==> config.mk <==
export PLATFORM = sky130hd
export DESIGN_NAME = wt_store_queue
export DESIGN_NICKNAME = d
export VERILOG_FILES = /design/src/rtl/wsq_pkg.sv /design/src/rtl/wsq_ram.sv /design/src/rtl/wsq_ctrl.sv /design/src/rtl/wt_store_queue.sv
export SDC_FILE = /design/constraint.sdc
export NUM_CORES = 1
export LEC_CHECK = 0
export ABC_CLOCK_PERIOD_IN_PS = 3400
export BUFFER_PORTS_ARGS = -buffer_cell sky130_fd_sc_hd__buf_2
export CORE_ASPECT_RATIO = 2
export CORE_MARGIN = 10
export CORE_UTILIZATION = 55
export CTS_BUF_LIST = sky130_fd_sc_hd__clkbuf_4 sky130_fd_sc_hd__clkbuf_8 sky130_fd_sc_hd__clkbuf_16
export CTS_CLUSTER_SIZE = 16
export DETAILED_ROUTE_END_ITERATION = 7
export GPL_ROUTABILITY_DRIVEN = 1
export PLACE_DENSITY = 0.89
export SLEW_MARGIN = 20
export SYNTH_ARGS = -nofsm -noshare
export SYNTH_HDL_FRONTEND = slang
export SYNTH_SLANG_ARGS = --single-unit
==> constraint.sdc <==
create_clock -name clk -period 3.4 [get_ports clk]
set_input_delay 0.68 -clock clk [delete_from_list [all_inputs] [get_ports clk]]
set_output_delay 0.68 -clock clk [all_outputs]
set_load 0.01 [all_outputs]
==> src/rtl/wsq_pkg.sv <==
package wsq_pkg;
  localparam int unsigned WSQ_ADDR_W = 32;
  localparam int unsigned WSQ_DATA_W = 32;
  localparam int unsigned WSQ_DEPTH  = 4;

  function automatic int unsigned wsq_ptr_w(input int unsigned depth);
    return (depth > 1) ? $clog2(depth) : 1;
  endfunction
endpackage

==> src/rtl/wsq_ram.sv <==
module wsq_ram #(
  parameter int unsigned WIDTH = 64,
  parameter int unsigned DEPTH = 4,
  localparam int unsigned PTR_W = wsq_pkg::wsq_ptr_w(DEPTH)
) (
  input  logic             clk,
  input  logic             we,
  input  logic [PTR_W-1:0] waddr,
  input  logic [WIDTH-1:0] wdata,
  input  logic [PTR_W-1:0] raddr,
  output logic [WIDTH-1:0] rdata
);
  // small distributed memory: one write port, asynchronous read of the head slot
  logic [WIDTH-1:0] slots [DEPTH];

  always_ff @(posedge clk) begin
    if (we) slots[waddr] <= wdata;
  end

  assign rdata = slots[raddr];
endmodule

==> src/rtl/wsq_ctrl.sv <==
module wsq_ctrl #(
  parameter int unsigned DEPTH = 4,
  localparam int unsigned PTR_W = wsq_pkg::wsq_ptr_w(DEPTH),
  localparam int unsigned CNT_W = $clog2(DEPTH + 1)
) (
  input  logic             clk,
  input  logic             rst,
  input  logic             push,
  input  logic             pop,
  output logic [PTR_W-1:0] wr_ptr,
  output logic [PTR_W-1:0] rd_ptr,
  output logic             full_q,
  output logic             empty_q
);
  localparam logic [CNT_W-1:0] CNT_MAX  = CNT_W'(DEPTH);
  localparam logic [PTR_W-1:0] PTR_LAST = PTR_W'(DEPTH - 1);

  logic [CNT_W-1:0] occ_q;
  logic [CNT_W-1:0] occ_nxt;

  function automatic logic [PTR_W-1:0] bump(input logic [PTR_W-1:0] p);
    return (p == PTR_LAST) ? '0 : p + PTR_W'(1);
  endfunction

  always_comb begin
    occ_nxt = occ_q;
    if (push && !pop) occ_nxt = occ_q + CNT_W'(1);
    if (pop && !push) occ_nxt = occ_q - CNT_W'(1);
  end

  always_ff @(posedge clk) begin
    if (rst) begin
      occ_q   <= '0;
      wr_ptr  <= '0;
      rd_ptr  <= '0;
      full_q  <= 1'b0;
      empty_q <= 1'b1;
    end else begin
      occ_q   <= occ_nxt;
      full_q  <= (occ_nxt == CNT_MAX);
      empty_q <= (occ_nxt == '0);
      if (push) wr_ptr <= bump(wr_ptr);
      if (pop)  rd_ptr <= bump(rd_ptr);
    end
  end
endmodule

==> src/rtl/wt_store_queue.sv <==
module wt_store_queue #(
  parameter int unsigned ADDR_W = wsq_pkg::WSQ_ADDR_W,
  parameter int unsigned DATA_W = wsq_pkg::WSQ_DATA_W,
  parameter int unsigned DEPTH  = wsq_pkg::WSQ_DEPTH
) (
  input  logic              clk,
  input  logic              rst,
  input  logic              st_valid,
  output logic              st_ready,
  input  logic [ADDR_W-1:0] st_addr,
  input  logic [DATA_W-1:0] st_data,
  output logic              mem_req,
  input  logic              mem_ack,
  output logic [ADDR_W-1:0] mem_addr,
  output logic [DATA_W-1:0] mem_data,
  output logic              buf_full,
  output logic              buf_empty
);
  localparam int unsigned PTR_W = wsq_pkg::wsq_ptr_w(DEPTH);
  localparam int unsigned ENT_W = ADDR_W + DATA_W;

  logic             push, pop;
  logic [PTR_W-1:0] wr_ptr, rd_ptr;
  logic             full_q, empty_q;
  logic [ENT_W-1:0] head;

  // retire only when something is presented; a full queue frees a slot in the same cycle
  assign pop      = mem_ack && !empty_q;
  assign st_ready = !full_q || pop;
  assign push     = st_valid && st_ready;

  wsq_ctrl #(.DEPTH(DEPTH)) u_ctrl (
    .clk     (clk),
    .rst     (rst),
    .push    (push),
    .pop     (pop),
    .wr_ptr  (wr_ptr),
    .rd_ptr  (rd_ptr),
    .full_q  (full_q),
    .empty_q (empty_q)
  );

  wsq_ram #(.WIDTH(ENT_W), .DEPTH(DEPTH)) u_ram (
    .clk   (clk),
    .we    (push),
    .waddr (wr_ptr),
    .wdata ({st_addr, st_data}),
    .raddr (rd_ptr),
    .rdata (head)
  );

  assign mem_req   = !empty_q;
  assign mem_addr  = head[ENT_W-1:DATA_W];
  assign mem_data  = head[DATA_W-1:0];
  assign buf_full  = full_q;
  assign buf_empty = empty_q;
endmodule

==> impl_metrics.tcl <==
set metrics [dict create \
    grtUsageTotal_pct 16.03 \
    synth.area.top_cells "edfxtp_1 (78%), mux4_2 (15%), dfxtp_1 (2.2%)" \
    p_per_area_nw_per_um2 618.2 \
    synth_top_family_by_area "multiplexers" \
    holdBufCountCts 0 \
    wl_um 19210 \
    synth-adder-area-share_pct 0.8930 \
    dpl.hpwl_um 12720 \
    p_sw_mw 1.550 \
    coreArea_um2 17700 \
    clk_latency_ns 0.50 \
    wl_per_cell_um 24.78 \
    worst_slew_pin_slew_ns 0.9732 \
    critPathKind "reg2out" \
    synth_compound_area_share_pct 0.4465 \
    postCtsSetupRepairBufs 0 \
    antenna_found_initial 8 \
    syn2layout_area_growth_pct 16.57 \
    path_max_fanout 22 \
    grt_pass1_wl_um 29380 \
    synthMuxAreaShare_pct 15.33 \
    synth_edf_count 256 \
    power.internal_mw 5.518 \
    yosys_warnings 0 \
    numCtsBuffers 22 \
    pwr-share-seq_pct 55.1 \
    initial_core_util_pct 55.42 \
    switching_share_pct 21.93 \
    finalPower_mw 7.068 \
    fin_crit_ns 2.943 \
    yosysTopAreaCell "edfxtp_1" \
    overflow 0 \
    cts.sinks 267 \
    pwr-share-comb_pct 11.4 \
    die_h_um 208.9 \
    numPortBuffers 135 \
    yosysSeqAreaShare_pct 80.62 \
    outcome "complete, no violations" \
    drive_gt1_share_pct 44.78 \
    detail-route-antenna-nets 0 \
    required_ns 2.72 \
    post_cts_resized 0 \
    relSlewSlack_pct 35.12 \
    leakage_nw 3.877 \
    worstPathArrival_ns 2.26 \
    synth-seq-cells 267 \
    rsz0062_at_grt "false" \
    hold_class "in2reg" \
    syn_nets 469 \
    synth_xor_area_share_pct 0.2679 \
    die_w_um 114.4 \
    drv_slew 0 \
    rows 69 \
    end_kind "output port" \
    synth_ff_type "edfxtp_1" \
    fin_nets 616 \
    critPathLaunchType "register" \
    finalSetupTns_ns 0 \
    timing.fmax_mhz 339.8 \
    synth_cells 394 \
    cts_max_path_buffers 3 \
    cts_tree "built" \
    post-route-period-util_pct 86.55 \
    clkTransAtPathRegs_ns 0.07 \
    cap_violations 0 \
    ir_drop_v 0.0005619 \
    holdWs_ns 0.3988 \
    final_cell_mix "edfxtp_1 (256), buf_2 (135), mux4_2 (64), clkbuf_16 (23), dfxtp_1 (9)" \
    power.share.clock_pct 33.5 \
    hold_viol_final 0 \
    num-fill-cells 1119 \
    grt_pass1_vias 4924 \
    netlist.area_leader.share_pct 78.38 \
    skew_ns 0.009211 \
    gp_congestion 0.7156 \
    synth_cell_type_count 25 \
    hold_path_depth 1 \
    grt_max_degree 65 \
    synthArstFlopShare_pct 0 \
    die_area_um2 23900 \
    root_buffer "clkbuf_16" \
    setup-violations-final 0 \
    yosys.area_share.simple_pct 1.263 \
    dr.pass1.iters 4 \
    vias 4429 \
    h-tree-depth 1 \
    rr_worst_depth 3 \
    synth_area_um2 9808 \
    final_common_cell "edfxtp_1" \
    drc 0 \
    drt-initial-drc-count 344 \
    avgSynthCellArea_um2 24.89 \
    vias_per_cell 5.715 \
    ioPinCount 136 \
]
Yosys cell counts (all sizes together), types with 2 or more instances:
| library cell | number |
|---|---|
| dfxtp | 11 |
| mux4 | 64 |
| inv | 7 |
| clkbuf | 6 |
| xnor2 | 2 |
| mux2i | 5 |
| nor2 | 6 |
| edfxtp | 256 |
| a21oi | 3 |
| ha | 7 |
| and2 | 6 |
| nand2b | 4 |
| buf | 9 |
worst max-delay path: stages (launching register included):
cell and delay, ns:
dfxtp_4 0.63, buf_4 0.40, mux4_2 0.55, buf_2 0.16
cell type report:
class	instances	area (um2)	area share, %
clock inverters	8	43.79	0.3830
flip-flops and latches	267	7915	69.23
inverters	7	26.28	0.2298
clock buffers	31	648.1	5.669
repair buffers	138	723.2	6.325
well taps	213	266.5	2.331
diodes	6	15.01	0.1313
multi-input cells	105	1795	15.70
final timing paths:
check,from,endpoint,slack (ns)
setup / recovery,register,mem_data[3],0.46
hold reg to reg,u_ctrl.rd_ptr[0]$_SDFFE_PP0P_,register,0.55
hold / removal,st_addr[0],u_ram.slots[2][32]$_DFFE_PP_,0.40
setup reg to reg,u_ctrl.empty_q$_SDFF_PP1_,u_ram.slots[0][8]$_DFFE_PP_,1.24
layer usage:
metal | GRT usage, % | part of all wire, % | up-vias
li1 | - | - | 1959
met1 | 17.00 | 34 | 2291
met2 | 28.87 | 56 | 136
met3 | 4.045 | 6.0 | 39
met4 | 6.730 | 3.2 | 4
met5 | 0 | 0.17 | -
state kept, by name, summed over array words and instances (netlist names), named ones only:
| name | flops |
|---|---|
| u_ram.slots | 256 |
| u_ctrl.full_q | 1 |
| u_ctrl.empty_q | 1 |
| u_ctrl.rd_ptr | 2 |
| u_ctrl.wr_ptr | 2 |
| u_ctrl.occ_q | 3 |
cell families (layout without fill, tap and decap cells):
family                   after synthesis  count (layout)
other                                  0               6
adder cells (fa/ha/maj)                7               7
flip-flops                           267             267
AO/OA/AOI/OAI                          6               6
AND/OR/NAND/NOR                       20              20
multiplexers                          69              69
buffers and inverters                 22             184
XOR/XNOR                               3               3
through the flow:
stage / setup WS [ns] / instance area (um2) / utilization [%] / cells
floorplan: 0.3273 / 9808 / - / 394
global placement: 0.9590 / 10730 / 60.61 / 730
detailed placement: 0.8598 / 10730 / 60.61 / 730
CTS: 0.3872 / 11420 / 64.52 / 769
global route: 0.3039 / 11420 / 64.55 / 771
finish: 0.4573 / 11430 / 64.60 / 775
power by group through the flow:
stage               sequential [mW]  combinational, mW  clock (mW)
floorplan                      3.92              0.521           0
CTS                            3.90              0.827        2.42
detailed placement             3.97              0.821           0
global placement               3.95              0.791           0
global route                   3.91              0.867        2.55
finish                         3.90              0.803        2.37
No activity file was read; power rests on OpenSTA's default activity.
